## config.mk

```make
export PLATFORM = sky130hd
export DESIGN_NAME = groupIrqPrio
export DESIGN_NICKNAME = d
export VERILOG_FILES = /design/src/rtl/groupIrqPkg.sv /design/src/rtl/groupIrqResolve.sv /design/src/rtl/groupIrqCtrl.sv /design/src/rtl/groupIrqDatapath.sv /design/src/rtl/groupIrqPrio.sv
export SDC_FILE = /design/constraint.sdc
export NUM_CORES = 1
export LEC_CHECK = 0
export BUFFER_PORTS_ARGS = -buffer_cell sky130_fd_sc_hd__buf_2
export CAP_MARGIN = 10
export CORE_MARGIN = 4
export CORE_UTILIZATION = 50
export CTS_BUF_LIST = sky130_fd_sc_hd__clkbuf_4 sky130_fd_sc_hd__clkbuf_8
export DETAILED_ROUTE_END_ITERATION = 12
export PLACE_DENSITY = 0.85
export SLEW_MARGIN = 5
export SYNTH_ARGS = -nofsm -noshare
export SYNTH_HDL_FRONTEND = slang
export SYNTH_SLANG_ARGS = --single-unit
```

## constraint.sdc

```tcl
create_clock -name clk -period 4.15 [get_ports clk]
set_clock_uncertainty 0.1 [all_clocks]
set_input_delay 0.2075 -clock clk [delete_from_list [all_inputs] [get_ports clk]]
set_output_delay 0.2075 -clock clk [all_outputs]
set_load 0.1 [all_outputs]
```

## src/rtl/groupIrqPkg.sv

```systemverilog
package groupIrqPkg;
  typedef struct packed {
    logic flagWr;
    logic loWr;
    logic hiWr;
    logic svcPush;
    logic svcPop;
  } ctrlStrobes_t;
endpackage

```

## src/rtl/groupIrqResolve.sv

```systemverilog
module groupIrqResolve #(
  parameter int NUM_GROUPS = 6,
  parameter int NUM_SRC    = 12,
  parameter int IDX_W      = 4
) (
  input  logic [NUM_SRC-1:0]      pending,
  input  logic [2*NUM_GROUPS-1:0] groupLvl,
  output logic                    found,
  output logic [IDX_W-1:0]        winIdx,
  output logic [1:0]              winLvl
);
  logic [1:0] srcLvl [NUM_SRC];

  for (genvar s = 0; s < NUM_SRC; s++) begin : g_map
    assign srcLvl[s] = groupLvl[2*(s % NUM_GROUPS) +: 2];
  end

  // Ascending level pass lets higher levels overwrite; descending index scan
  // leaves the lowest index as the last hit within a level.
  always_comb begin
    found  = 1'b0;
    winIdx = '0;
    winLvl = '0;
    for (int lv = 0; lv < 4; lv++) begin
      for (int s = NUM_SRC - 1; s >= 0; s--) begin
        if (pending[s] && srcLvl[s] == 2'(lv)) begin
          found  = 1'b1;
          winIdx = IDX_W'(s);
          winLvl = 2'(lv);
        end
      end
    end
  end
endmodule

```

## src/rtl/groupIrqCtrl.sv

```systemverilog
module groupIrqCtrl
  import groupIrqPkg::*;
(
  input  logic         flagWr,
  input  logic         loWr,
  input  logic         hiWr,
  input  logic         ack,
  input  logic         reti,
  input  logic         irqReq,
  output ctrlStrobes_t strobes
);
  always_comb begin
    strobes.flagWr  = flagWr;
    strobes.loWr    = loWr;
    strobes.hiWr    = hiWr;
    strobes.svcPush = ack & irqReq;
    strobes.svcPop  = reti;
  end
endmodule

```

## src/rtl/groupIrqDatapath.sv

```systemverilog
module groupIrqDatapath
  import groupIrqPkg::*;
#(
  parameter int NUM_GROUPS = 6,
  parameter int NUM_SRC    = 12,
  parameter int IDX_W      = 4,
  parameter int REG_W      = 8
) (
  input  logic                    clk,
  input  logic                    rstN,
  input  ctrlStrobes_t            strobes,
  input  logic [NUM_SRC-1:0]      srcSet,
  input  logic [NUM_SRC-1:0]      srcEn,
  input  logic [NUM_SRC-1:0]      flagWrData,
  input  logic [REG_W-1:0]        prioWrData,
  input  logic                    wdogOvf,
  input  logic                    found,
  input  logic [IDX_W-1:0]        winIdx,
  input  logic [1:0]              winLvl,
  output logic [NUM_SRC-1:0]      pending,
  output logic [2*NUM_GROUPS-1:0] groupLvl,
  output logic [NUM_SRC-1:0]      flags,
  output logic [REG_W-1:0]        prioLo,
  output logic [REG_W-1:0]        prioHi,
  output logic [3:0]              inService,
  output logic                    irqReq,
  output logic [IDX_W-1:0]        irqVec,
  output logic [1:0]              irqLevel
);
  localparam int USR_BIT = REG_W - 1;
  localparam int WD_BIT  = REG_W - 2;

  logic [NUM_GROUPS-1:0] hiGrp;
  logic [REG_W-1:0]      loNext;
  logic [3:0]            popMask, pushMask;
  logic                  okToIssue, issue;

  function automatic logic [1:0] topLevel(input logic [3:0] m);
    topLevel = '0;
    for (int i = 0; i < 4; i++) if (m[i]) topLevel = 2'(i);
  endfunction

  assign pending = flags & srcEn;
  assign prioHi  = REG_W'(hiGrp);

  for (genvar g = 0; g < NUM_GROUPS; g++) begin : g_lvl
    assign groupLvl[2*g +: 2] = {hiGrp[g], prioLo[g]};
  end

  always_comb begin
    loNext = prioLo;
    if (strobes.loWr) begin
      loNext[NUM_GROUPS-1:0] = prioWrData[NUM_GROUPS-1:0];
      loNext[USR_BIT]        = prioWrData[USR_BIT];
      loNext[WD_BIT]         = prioLo[WD_BIT] & prioWrData[WD_BIT];
    end
    loNext[WD_BIT] = loNext[WD_BIT] | wdogOvf;
  end

  always_comb begin
    popMask = '0;
    for (int i = 0; i < 4; i++) if (inService[i]) popMask = 4'(1) << i;
    if (!strobes.svcPop) popMask = '0;
    pushMask  = strobes.svcPush ? (4'(1) << irqLevel) : 4'b0;
    okToIssue = (inService == '0) || (winLvl > topLevel(inService));
    issue     = found && okToIssue && !strobes.svcPush && !strobes.svcPop;
  end

  always_ff @(posedge clk) begin
    if (!rstN) begin
      flags     <= '0;
      prioLo    <= '0;
      hiGrp     <= '0;
      inService <= '0;
      irqReq    <= 1'b0;
      irqVec    <= '0;
      irqLevel  <= '0;
    end else begin
      flags     <= (strobes.flagWr ? (flags & flagWrData) : flags) | srcSet;
      prioLo    <= loNext;
      if (strobes.hiWr) hiGrp <= prioWrData[NUM_GROUPS-1:0];
      inService <= (inService & ~popMask) | pushMask;
      irqReq    <= issue;
      irqVec    <= issue ? winIdx : '0;
      irqLevel  <= issue ? winLvl : '0;
    end
  end


  set_latch_chk: assert property (@(posedge clk) disable iff (!rstN)
    (srcSet != '0) |=> ((flags & $past(srcSet)) == $past(srcSet)));

  preempt_chk: assert property (@(posedge clk) disable iff (!rstN)
    irqReq |-> (inService == '0 || irqLevel > topLevel(inService)));

  ack_drop_chk: assert property (@(posedge clk) disable iff (!rstN)
    strobes.svcPush |=> (!irqReq && inService[$past(irqLevel)]));

  pop_chk: assert property (@(posedge clk) disable iff (!rstN)
    (strobes.svcPop && !strobes.svcPush && inService != '0)
      |=> ($countones(inService) == $countones($past(inService)) - 1));

  wdog_chk: assert property (@(posedge clk) disable iff (!rstN)
    wdogOvf |=> prioLo[WD_BIT]);
endmodule

```

## src/rtl/groupIrqPrio.sv

```systemverilog
module groupIrqPrio
  import groupIrqPkg::*;
#(
  parameter int NUM_GROUPS     = 6,
  parameter int SRCS_PER_GROUP = 2,
  parameter int REG_W          = 8,
  localparam int NUM_SRC       = NUM_GROUPS * SRCS_PER_GROUP,
  localparam int IDX_W         = $clog2(NUM_SRC)
) (
  input  logic               clk,
  input  logic               rstN,
  input  logic [NUM_SRC-1:0] srcSet,
  input  logic [NUM_SRC-1:0] srcEn,
  input  logic               flagWr,
  input  logic [NUM_SRC-1:0] flagWrData,
  input  logic               loWr,
  input  logic               hiWr,
  input  logic [REG_W-1:0]   prioWrData,
  input  logic               wdogOvf,
  input  logic               ack,
  input  logic               reti,
  output logic [NUM_SRC-1:0] flags,
  output logic [REG_W-1:0]   prioLo,
  output logic [REG_W-1:0]   prioHi,
  output logic [3:0]         inService,
  output logic               irqReq,
  output logic [IDX_W-1:0]   irqVec,
  output logic [1:0]         irqLevel
);
  ctrlStrobes_t            strobes;
  logic [NUM_SRC-1:0]      pending;
  logic [2*NUM_GROUPS-1:0] groupLvl;
  logic                    found;
  logic [IDX_W-1:0]        winIdx;
  logic [1:0]              winLvl;

  groupIrqCtrl u_ctrl (
    .flagWr (flagWr),
    .loWr   (loWr),
    .hiWr   (hiWr),
    .ack    (ack),
    .reti   (reti),
    .irqReq (irqReq),
    .strobes(strobes)
  );

  groupIrqResolve #(
    .NUM_GROUPS(NUM_GROUPS), .NUM_SRC(NUM_SRC), .IDX_W(IDX_W)
  ) u_resolve (
    .pending (pending),
    .groupLvl(groupLvl),
    .found   (found),
    .winIdx  (winIdx),
    .winLvl  (winLvl)
  );

  groupIrqDatapath #(
    .NUM_GROUPS(NUM_GROUPS), .NUM_SRC(NUM_SRC), .IDX_W(IDX_W), .REG_W(REG_W)
  ) u_dp (
    .clk       (clk),
    .rstN      (rstN),
    .strobes   (strobes),
    .srcSet    (srcSet),
    .srcEn     (srcEn),
    .flagWrData(flagWrData),
    .prioWrData(prioWrData),
    .wdogOvf   (wdogOvf),
    .found     (found),
    .winIdx    (winIdx),
    .winLvl    (winLvl),
    .pending   (pending),
    .groupLvl  (groupLvl),
    .flags     (flags),
    .prioLo    (prioLo),
    .prioHi    (prioHi),
    .inService (inService),
    .irqReq    (irqReq),
    .irqVec    (irqVec),
    .irqLevel  (irqLevel)
  );
endmodule

```

==> impl_metrics.csv, run 1 <==
group,metric,value,unit
timing,fin_crit,3680,ps
critical_path,crit_path_max_fanout,12,
cells_and_area,finish.instance_area,0.00311,mm²
yosys,ys_ff_latch,37,
timing,fin_crit_sh,0.888,
critical_path,reg2reg_from,"u_dp.prioLo[4]",
cells_and_area,nFillCells,464,
die,core.rowCount,26,
yosys,async_flop_share,0,
critical_path,r2r_slack,470,ps
flow_run,max_cap_viol_count,0,
power_and_ir_drop,power,1.04,mW
clock_tree,cts_root_buf,"clkbuf_8",
critical_path,crit_family,"simple AND/OR/NAND/NOR gates",
clock_tree,post_cts_buffers,0,
critical_path,end_kind,"register",
power_and_ir_drop,p_per_area,336,mW/mm²
cells_and_area,fin_nets,440,
drt,vias,2818,
hold_path,min_from,"srcSet[2]",
cells_and_area,n_antenna_cell,0,
cells_and_area,drive_gt1_frac,0.282,
critical_path,start_kind,"register",
die,initial_utilization,0.515,
critical_path,cp.arrival,3760,ps
timing,hold_viol,0,
hold_path,hp-class,"in -> reg",
clock_tree,cts_max_level,2,
timing,worst_slew_pin_slew,796,ps
status,outcome,"complete, no violations",
drt,drcViolationCount,0,
grt,antenna_found_initial,0,
critical_path,cp_num_buf_inv,0,
power_and_ir_drop,peakVddDrop,0.000185,V
drt,wl_per_cell,17.0,µm
critical_path,slowest_stage,"nor4_1",
critical_path,crit_type,"reg -> reg",
cells_and_area,syn_to_final_growth,19.0,%
power_and_ir_drop,p_leak,1.45,nW
clock_tree,cts_buffer_depth,2,
yosys,synth_edf_count,0,
drt,drtAntennaViolNets,0,
critical_path,critical_path.cell_chain,"nand4b_1, nand4_1, nor4_1, a21boi_0, ha_1, nor2b_1, a2bb2oi_1, o2111ai_1, a41oi_2, nand3b_2, a2111oi_2",
die,die_area,0.00645,mm²
critical_path,reg2regPathDepth,11,
drt,first_iter_violations,259,
clock_tree,clkTransAtPathRegs,80,ps
place,gp_congestion,0.955,
yosys,ys_seq_area_frac,0.283,
critical_path,crit_required,4230,ps
cells_and_area,fin_util,0.613,
place,dp_hpwl,6100,µm
die,dieWidth,80.3,µm
clock_tree,cts_sinks,37,
critical_path,worstSetupEndpoint,"u_dp.irqVec[3]",
grt,grt_util_all_layers,0.243,
critical_path,cp.depth,11,
drt,via_per_inst,6.17,
yosys,ys.flop_type,"dfxtp_1",
timing,finalSetupViolCount,0,
clock_tree,cts_resized,0,
die,io_pins,91,
clock_tree,cts_buffers,5,
yosys,syn_avg_cell_area,8.43,µm²
place,place.port_buffers,88,
timing,slew_violations,0,
timing,layout_setup_ws,465,ps
grt,overflow,0,
clock_tree,cts_hold_buf,0,
hold_path,hold-path-cell-count,3,
grt,grt_pass1_wl,12300,µm
critical_path,cpPeakStageDelay,740,ps
drt,drtPass1Iterations,5,
critical_path,critPathLaunch,"u_dp.prioLo[4]",
timing,rsz0062_at_grt,"no",
yosys,synth.distinct_cells,53,
clock_tree,clock_latency,290,ps
place,placed_area,0.00302,mm²
timing,tns,0,ps
yosys,synthCells,310,
clock_tree,cts_tree,"yes",
timing,fmax,271,MHz
drt,totalWireLength,7780,µm
place,pre_cts_ws,571,ps
grt,grt_max_degree,32,
die,die_h,80.3,µm
yosys,syn-cell-area,0.00261,mm²
cells_and_area,stdcell_count,457,
timing,relSlewSlack,0.464,
place,dpl.cell_count,449,
timing,worst_hold_slack,40.0,ps
grt,grt_pass1_vias,2524,
yosys,yosys_warnings,0,
die,coreArea,0.00507,mm²
critical_path,r2r_end,"u_dp.irqVec[3]",
cell families after synthesis:
family	count (synthesis)	share of synthesized area
muxes	13	0.0498
adders and majority gates	2	0.00957
buffers and inverters	23	0.0527
AOI/OAI and AO/OA	66	0.167
and+or+nand+nor	168	0.436
DFF	37	0.283
other	1	0.00143
flip-flops by register name, summed over array words and instances (netlist names):
signal,cells
u_dp.flags,12
u_dp.hiGrp,6
u_dp.inService,4
u_dp.irqLevel,2
u_dp.irqReq,1
u_dp.irqVec,4
u_dp.prioLo,8
routing by layer:
| layer | up-vias | track usage | wire length, µm |
|---|---|---|---|
| met4 | 0 | 0.0777 | 206 |
| met2 | 153 | 0.402 | 3640 |
| met1 | 1312 | 0.327 | 3290 |
| li1 | 1332 | - | - |
| met5 | - | 0 | 0 |
| met3 | 21 | 0.0291 | 647 |
how the worst min path moves through the flow:
stage,endpoint,slack (ps)
finish,u_dp.flags[2],40
detailed placement,u_dp.flags[2],340
CTS,u_dp.flags[2],30
global route,u_dp.prioLo[6],50
global placement,u_dp.flags[3],330
floorplan,u_dp.flags[0],250
tightest hold or removal path: stages:
cell and delay [ps]:
buf_2 70, a21oi_1 30, nor2b_1 80
cells in the mapped netlist (all sizes together) (2+ instances only):
library cell | instances | share of area
a21boi | 7 | 0.020
a21o | 2 | 0.0057
a21oi | 23 | 0.044
nor2b | 29 | 0.069
nand3b | 2 | 0.0072
a31oi | 2 | 0.0048
nor4 | 7 | 0.019
o21ai | 11 | 0.021
ha | 2 | 0.0096
nand2 | 26 | 0.037
a221o | 2 | 0.0077
clkbuf | 6 | 0.0086
nand4b | 25 | 0.090
o21bai | 2 | 0.0057
o211ai | 3 | 0.0086
and4bb | 6 | 0.029
nand3 | 7 | 0.013
and4 | 2 | 0.0067
a211oi | 5 | 0.014
nand4 | 19 | 0.045
buf | 14 | 0.040
and4b | 3 | 0.011
nand4bb | 7 | 0.030
inv | 3 | 0.0043
mux2i | 13 | 0.050
nand2b | 13 | 0.031
dfxtp | 37 | 0.28
nor2 | 9 | 0.013
nor3 | 6 | 0.013
power breakdown:
group	switching, mW	internal [mW]	leakage [nW]
combinational	0.263	0.101	1.10
sequential	0.0352	0.377	0.306
clock	0.136	0.132	0.0453
area by class of cell:
class                   instances  area, µm²  share of cell area
well taps                      70       87.6              0.0282
multi-input cells             251       1740               0.559
clock inverters                 1       7.51             0.00241
flip-flops and latches         37        741               0.238
repair buffers                 88        440               0.142
clock buffers                   7       83.8              0.0270
inverters                       3       11.3             0.00362
cell usage in the layout, fill, tap and decap left out, types with 2 or more instances in the layout:
master and count:
buf_2 88, dfxtp_1 37, nor2b_1 29, nand2_1 26, nand4b_1 24, a21oi_1 23, nand4_1 19, mux2i_1 13
nand2b_1 13, o21ai_0 10, nor2_1 9, a21boi_0 7, nand4bb_1 7, nand3_1 7, nor4_1 6, and4bb_2 6
nor3_1 5, a211oi_1 5, clkbuf_8 5, o211ai_1 3, inv_1 3, and4b_1 3, and4_1 2, a21o_1 2
a31oi_1 2, o21bai_1 2, a221o_1 2, ha_1 2, conb_1 2, clkbuf_4 2
No activity file was read; power rests on OpenSTA's default activity.
==> inputs of run 2 (changes only) <==
--- a/config.mk
+++ b/config.mk
@@ -5,6 +5,7 @@
 export SDC_FILE = /design/constraint.sdc
 export NUM_CORES = 1
 export LEC_CHECK = 0
+export ABC_CLOCK_PERIOD_IN_PS = 4150
 export BUFFER_PORTS_ARGS = -buffer_cell sky130_fd_sc_hd__buf_2
 export CAP_MARGIN = 10
 export CORE_MARGIN = 4
@@ -12,6 +13,7 @@
 export CTS_BUF_LIST = sky130_fd_sc_hd__clkbuf_4 sky130_fd_sc_hd__clkbuf_8
 export DETAILED_ROUTE_END_ITERATION = 12
 export PLACE_DENSITY = 0.85
+export REMOVE_ABC_BUFFERS = 1
 export SLEW_MARGIN = 5
 export SYNTH_ARGS = -nofsm -noshare
 export SYNTH_HDL_FRONTEND = slang
==> impl_metrics.csv, run 2 (synthesized netlist as in run 1, its figures left out) <==
group,metric,value,unit
timing,hold_viol,0,
hold_path,min_from,"srcSet[1]",
timing,finalSetupViolCount,0,
clock_tree,post_cts_buffers,0,
cells_and_area,fin_nets,440,
power_and_ir_drop,p_leak,1.47,nW
die,dieWidth,80.3,µm
timing,fmax,273,MHz
power_and_ir_drop,clkPwrFrac,0.303,
critical_path,slowest_stage,"nor4_1",
drt,via_per_inst,6.23,
clock_tree,cts_max_level,2,
drt,drcViolationCount,0,
grt,grt_max_degree,32,
clock_tree,cts_buffers,5,
timing,rsz0062_at_grt,"no",
cells_and_area,final_cell_mix,"buf_2 (88), dfxtp_1 (37), nor2b_1 (29)",
critical_path,cp.arrival,3740,ps
die,core.rowCount,26,
place,placed_area,0.00302,mm²
die,die_area,0.00645,mm²
cells_and_area,largestRegisters,"u_dp.flags x12, u_dp.prioLo x8, u_dp.hiGrp x6",
hold_path,hold_end,"u_dp.flags[1]",
clock_tree,cts_hold_buf,0,
status,outcome,"complete, no violations",
critical_path,r2r_slack,490,ps
cells_and_area,top_register,"u_dp.flags",
critical_path,reg2regPathDepth,11,
power_and_ir_drop,p_sw_frac,0.391,
timing,relSlewSlack,0.500,
critical_path,critical_path.cell_chain,"nand4b_1, nand4_1, nor4_1, a21boi_0, ha_1, nor2b_1, a2bb2oi_1, o2111ai_1, a41oi_2, nand3b_2, a2111oi_2",
clock_tree,clock_latency,290,ps
die,coreArea,0.00507,mm²
die,initial_utilization,0.515,
grt,antenna_found_initial,0,
power_and_ir_drop,p_per_area,356,mW/mm²
clock_tree,clkTransAtPathRegs,80,ps
place,place.port_buffers,88,
cells_and_area,largest_register_ffs,12,
hold_path,hold-path-cell-count,3,
clock_tree,cts_root_buf,"clkbuf_8",
drt,first_iter_violations,260,
timing,slew_violations,0,
cells_and_area,nFillCells,452,
cells_and_area,finish.instance_area,0.00314,mm²
timing,worst_slew_pin_slew,743,ps
cells_and_area,n_antenna_cell,0,
critical_path,start_kind,"register",
timing,fin_crit_sh,0.883,
critical_path,end_kind,"register",
clock_tree,cts_sinks,37,
die,die_h,80.3,µm
grt,grt_pass1_wl,12100,µm
grt,grt_pass1_vias,2497,
drt,vias,2848,
critical_path,reg2reg_from,"u_dp.prioLo[3]",
place,pre_cts_ws,598,ps
drt,drtPass1Iterations,8,
critical_path,crit_path_max_fanout,12,
place,gp_congestion,0.912,
hold_path,hp-class,"in -> reg",
grt,overflow,0,
power_and_ir_drop,internal_power,0.681,mW
cells_and_area,syn_to_final_growth,20.1,%
grt,grt_util_all_layers,0.246,
cells_and_area,fin_util,0.619,
critical_path,crit_family,"simple AND/OR/NAND/NOR gates",
clock_tree,cts_tree,"yes",
drt,totalWireLength,8230,µm
flow_run,max_cap_viol_count,0,
power_and_ir_drop,p_sw,0.438,mW
clock_tree,cts_resized,0,
drt,wl_per_cell,18.0,µm
clock_tree,cts_buffer_depth,2,
drt,drtAntennaViolNets,0,
power_and_ir_drop,sequentialPowerShare,0.370,
timing,worst_hold_slack,37.3,ps
critical_path,crit_type,"reg -> reg",
critical_path,cp_num_buf_inv,0,
power_and_ir_drop,comb_power_share,0.328,
timing,tns,0,ps
cells_and_area,drive_gt1_frac,0.282,
die,io_pins,91,
critical_path,cpPeakStageDelay,710,ps
cells_and_area,mostFrequentLayoutCell,"buf_2",
timing,layout_setup_ws,487,ps
place,dp_hpwl,6480,µm
timing,fin_crit,3660,ps
critical_path,r2r_end,"u_dp.irqVec[3]",
power_and_ir_drop,peakVddDrop,0.000197,V
critical_path,crit_required,4220,ps
## run 2: cell count changes in the layout (fill, tap and decap cells not counted)
cell / change
bufinv_16: +1
clkbuf_4: -1
clkbuf_8: +1
clkinvlp_4: -1
## run 2: tightest hold or removal path, cell delays in order
cell     delay, ps
buf_2           70
a21oi_1         30
nor2b_1         90
## run 2: power by group through the flow
stage               Clock, mW  Sequential, mW  Combinational [mW]
global route            0.357           0.418               0.384
global placement            0           0.417               0.361
CTS                     0.337           0.412               0.365
detailed placement          0           0.420               0.365
floorplan                   0           0.572               0.119
finish                  0.339           0.413               0.366
## run 2: worst max path at each step
stage | endpoint | startpoint | depth (start not counted) | slack [ps]
global placement | u_dp.irqVec[3] | u_dp.prioLo[3] | 11 | 860
finish | u_dp.irqVec[3] | u_dp.prioLo[3] | 11 | 490
detailed placement | u_dp.irqVec[3] | u_dp.prioLo[3] | 11 | 600
global route | u_dp.irqVec[3] | u_dp.prioLo[3] | 11 | 210
CTS | u_dp.irqVec[3] | u_dp.prioLo[3] | 11 | 540
floorplan | u_dp.irqVec[3] | u_dp.prioLo[2] | 11 | 400
## run 2: area by class of cell
class	instances	area, µm²	share of cell area
Clock buffer	7	90.1	0.0287
Clock inverter	1	30.0	0.00957
Inverter	3	11.3	0.00359
Multi-Input combinational cell	251	1740	0.554
Sequential cell	37	741	0.236
Tap cell	70	87.6	0.0279
Timing Repair Buffer	88	440	0.140
## run 2: stage by stage
stage               power [mW]  cells
detailed placement       0.785    449
finish                    1.12    457
global route              1.16    457
CTS                       1.12    457
global placement         0.778    449
floorplan                0.691    291
## run 2: routing by layer
metal  wire length (µm)  GRT usage  vias up
li1                   -          -     1343
met1               3270      0.299     1323
met2               3990      0.425      158
met3                686     0.0392       24
met4                281      0.103        0
met5                  0          0        -
==> inputs of run 3 (changes only) <==
--- a/config.mk
+++ b/config.mk
@@ -9,10 +9,11 @@
 export BUFFER_PORTS_ARGS = -buffer_cell sky130_fd_sc_hd__buf_2
 export CAP_MARGIN = 10
 export CORE_MARGIN = 4
-export CORE_UTILIZATION = 50
+export CORE_UTILIZATION = 30
 export CTS_BUF_LIST = sky130_fd_sc_hd__clkbuf_4 sky130_fd_sc_hd__clkbuf_8
 export DETAILED_ROUTE_END_ITERATION = 12
-export PLACE_DENSITY = 0.85
+export HOLD_SLACK_MARGIN = 0.15
+export PLACE_DENSITY = 0.58
 export REMOVE_ABC_BUFFERS = 1
 export SLEW_MARGIN = 5
 export SYNTH_ARGS = -nofsm -noshare
==> impl_metrics.csv, run 3 (synthesized netlist as in run 1, its figures left out) <==
group,metric,value,unit
timing,tns,0,ps
cells_and_area,largestRegisters,"u_dp.flags x12, u_dp.prioLo x8, u_dp.hiGrp x6",
power_and_ir_drop,sequentialPowerShare,0.391,
clock_tree,cts_buffers,5,
die,die_h,101,µm
critical_path,cp.arrival,3810,ps
clock_tree,clkTransAtPathRegs,80,ps
clock_tree,cts_root_buf,"clkbuf_8",
timing,fin_crit_sh,0.899,
timing,hold_viol,0,
drt,drtPass1Iterations,4,
die,core.rowCount,33,
critical_path,critical_path.cell_chain,"nand4b_1, nand4_1, nor4_1, a21boi_0, ha_1, nor2b_1, a2bb2oi_1, o2111ai_1, a41oi_2, nand3b_2, a2111oi_2",
grt,overflow,0,
power_and_ir_drop,peakVddDrop,0.000138,V
critical_path,end_kind,"register",
power_and_ir_drop,comb_power_share,0.365,
critical_path,reg2reg_from,"u_dp.prioLo[3]",
cells_and_area,nFillCells,876,
timing,fmax,268,MHz
clock_tree,cts_sinks,37,
critical_path,cpPeakStageDelay,690,ps
power_and_ir_drop,clkPwrFrac,0.244,
critical_path,crit_type,"reg -> reg",
timing,relSlewSlack,0.488,
grt,grt_max_degree,32,
timing,finalSetupViolCount,0,
place,gp_congestion,0.892,
drt,via_per_inst,5.39,
power_and_ir_drop,p_per_area,309,mW/mm²
critical_path,start_kind,"register",
drt,vias,2805,
drt,drcViolationCount,0,
hold_path,hp-class,"in -> reg",
cells_and_area,largest_register_ffs,12,
flow_run,max_cap_viol_count,0,
cells_and_area,fin_nets,468,
die,io_pins,91,
cells_and_area,syn_to_final_growth,31.2,%
clock_tree,cts_max_level,2,
critical_path,r2r_slack,420,ps
drt,wl_per_cell,17.2,µm
clock_tree,cts_resized,0,
die,dieWidth,101,µm
die,initial_utilization,0.313,
critical_path,cp_num_buf_inv,0,
critical_path,crit_family,"simple AND/OR/NAND/NOR gates",
grt,antenna_found_initial,0,
place,place.port_buffers,88,
place,dp_hpwl,6870,µm
timing,fin_crit,3730,ps
critical_path,crit_path_max_fanout,12,
cells_and_area,n_antenna_cell,0,
timing,slew_violations,0,
critical_path,slowest_stage,"nor4_1",
cells_and_area,drive_gt1_frac,0.263,
clock_tree,cts_tree,"yes",
grt,grt_util_all_layers,0.176,
timing,rsz0062_at_grt,"no",
drt,drtAntennaViolNets,0,
critical_path,cp.depth,11,
timing,worst_slew_pin_slew,760,ps
critical_path,worstSetupEndpoint,"u_dp.irqVec[3]",
cells_and_area,regArea,741,µm²
cells_and_area,mostFrequentLayoutCell,"buf_2",
grt,grt_pass1_wl,14200,µm
timing,worst_hold_slack,157,ps
critical_path,crit_required,4230,ps
drt,first_iter_violations,233,
power_and_ir_drop,p_sw,0.447,mW
cells_and_area,multiInputGateArea,0.00174,mm²
cells_and_area,final_cell_mix,"buf_2 (88), dfxtp_1 (37), nor2b_1 (29)",
power_and_ir_drop,internal_power,0.612,mW
cells_and_area,top_register,"u_dp.flags",
drt,totalWireLength,8940,µm
status,outcome,"complete, no violations",
grt,grt_pass1_vias,2733,
clock_tree,clock_latency,290,ps
critical_path,r2r_end,"u_dp.irqVec[3]",
power_and_ir_drop,p_sw_frac,0.422,
power_and_ir_drop,p_leak,1.57,nW
critical_path,critPathLaunch,"u_dp.prioLo[3]",
die,coreArea,0.00834,mm²
critical_path,reg2regPathDepth,11,
die,die_area,0.0103,mm²
clock_tree,cts_buffer_depth,2,
run 3: cell count changes in the layout (fill, tap and decap cells not counted), sizes merged:
cell / change
bufinv: -1
clkbuf: -2
dlygate4sd3: +28
clkinvlp: +1
clkinv: +2
run 3: layout make-up:
type / count / share of cell area
Multi-Input combinational cell: 251 / 0.507
Sequential cell: 37 / 0.216
Timing Repair Buffer: 116 / 0.210
Tap cell: 105 / 0.0383
Clock buffer: 5 / 0.0201
Clock inverter: 3 / 0.00511
Inverter: 3 / 0.00328
run 3: power by group through the flow:
stage               Sequential (mW)  Clock (mW)  Combinational (mW)
floorplan                     0.572           0               0.119
global placement              0.419           0               0.366
detailed placement            0.421           0               0.365
CTS                           0.413       0.272               0.387
global route                  0.420       0.285               0.411
finish                        0.414       0.258               0.387
run 3: timing repair:
item | CTS | global route
setup buffers | 0 | 0
hold endpoints to repair | 27 | 0
setup endpoints to repair | 0 | 0
hold buffers | 28 | 0
run 3: metal layers:
layer / track usage / vias to the layer above / wire [µm]
met4: 0.0562 / 0 / 175
met1: 0.223 / 1325 / 4040
met2: 0.304 / 74 / 4370
met5: 0 / - / 0
li1: - / 1393 / -
met3: 0.0289 / 13 / 358
run 3: how the worst min path moves through the flow:
stage	startpoint	to	slack (ps)	depth (start not counted)
finish	prioWrData[6]	u_dp.prioLo[6]	160	4
detailed placement	srcSet[6]	u_dp.flags[6]	340	3
global placement	srcSet[3]	u_dp.flags[3]	330	3
global route	flagWrData[10]	u_dp.flags[10]	190	4
floorplan	rstN	u_dp.flags[0]	240	1
CTS	flagWrData[0]	u_dp.flags[0]	150	4
run 3: through the flow:
stage	std cells	utilization	power (mW)	setup WS, ps	instance area [µm²]
final	520	0.411	1.06	418	3430
after global routing	520	0.411	1.12	47.2	3430
after CTS	520	0.411	1.07	429	3430
after detailed placement	484	0.367	0.786	471	3060
after global placement	484	0.367	0.786	740	3060
after floorplan	291	-	0.691	404	2490
run 3: tightest hold or removal path, cell delays in order:
cell,delay [ps]
buf_2,70
nand2b_1,90
a21oi_1,60
nor2b_1,90
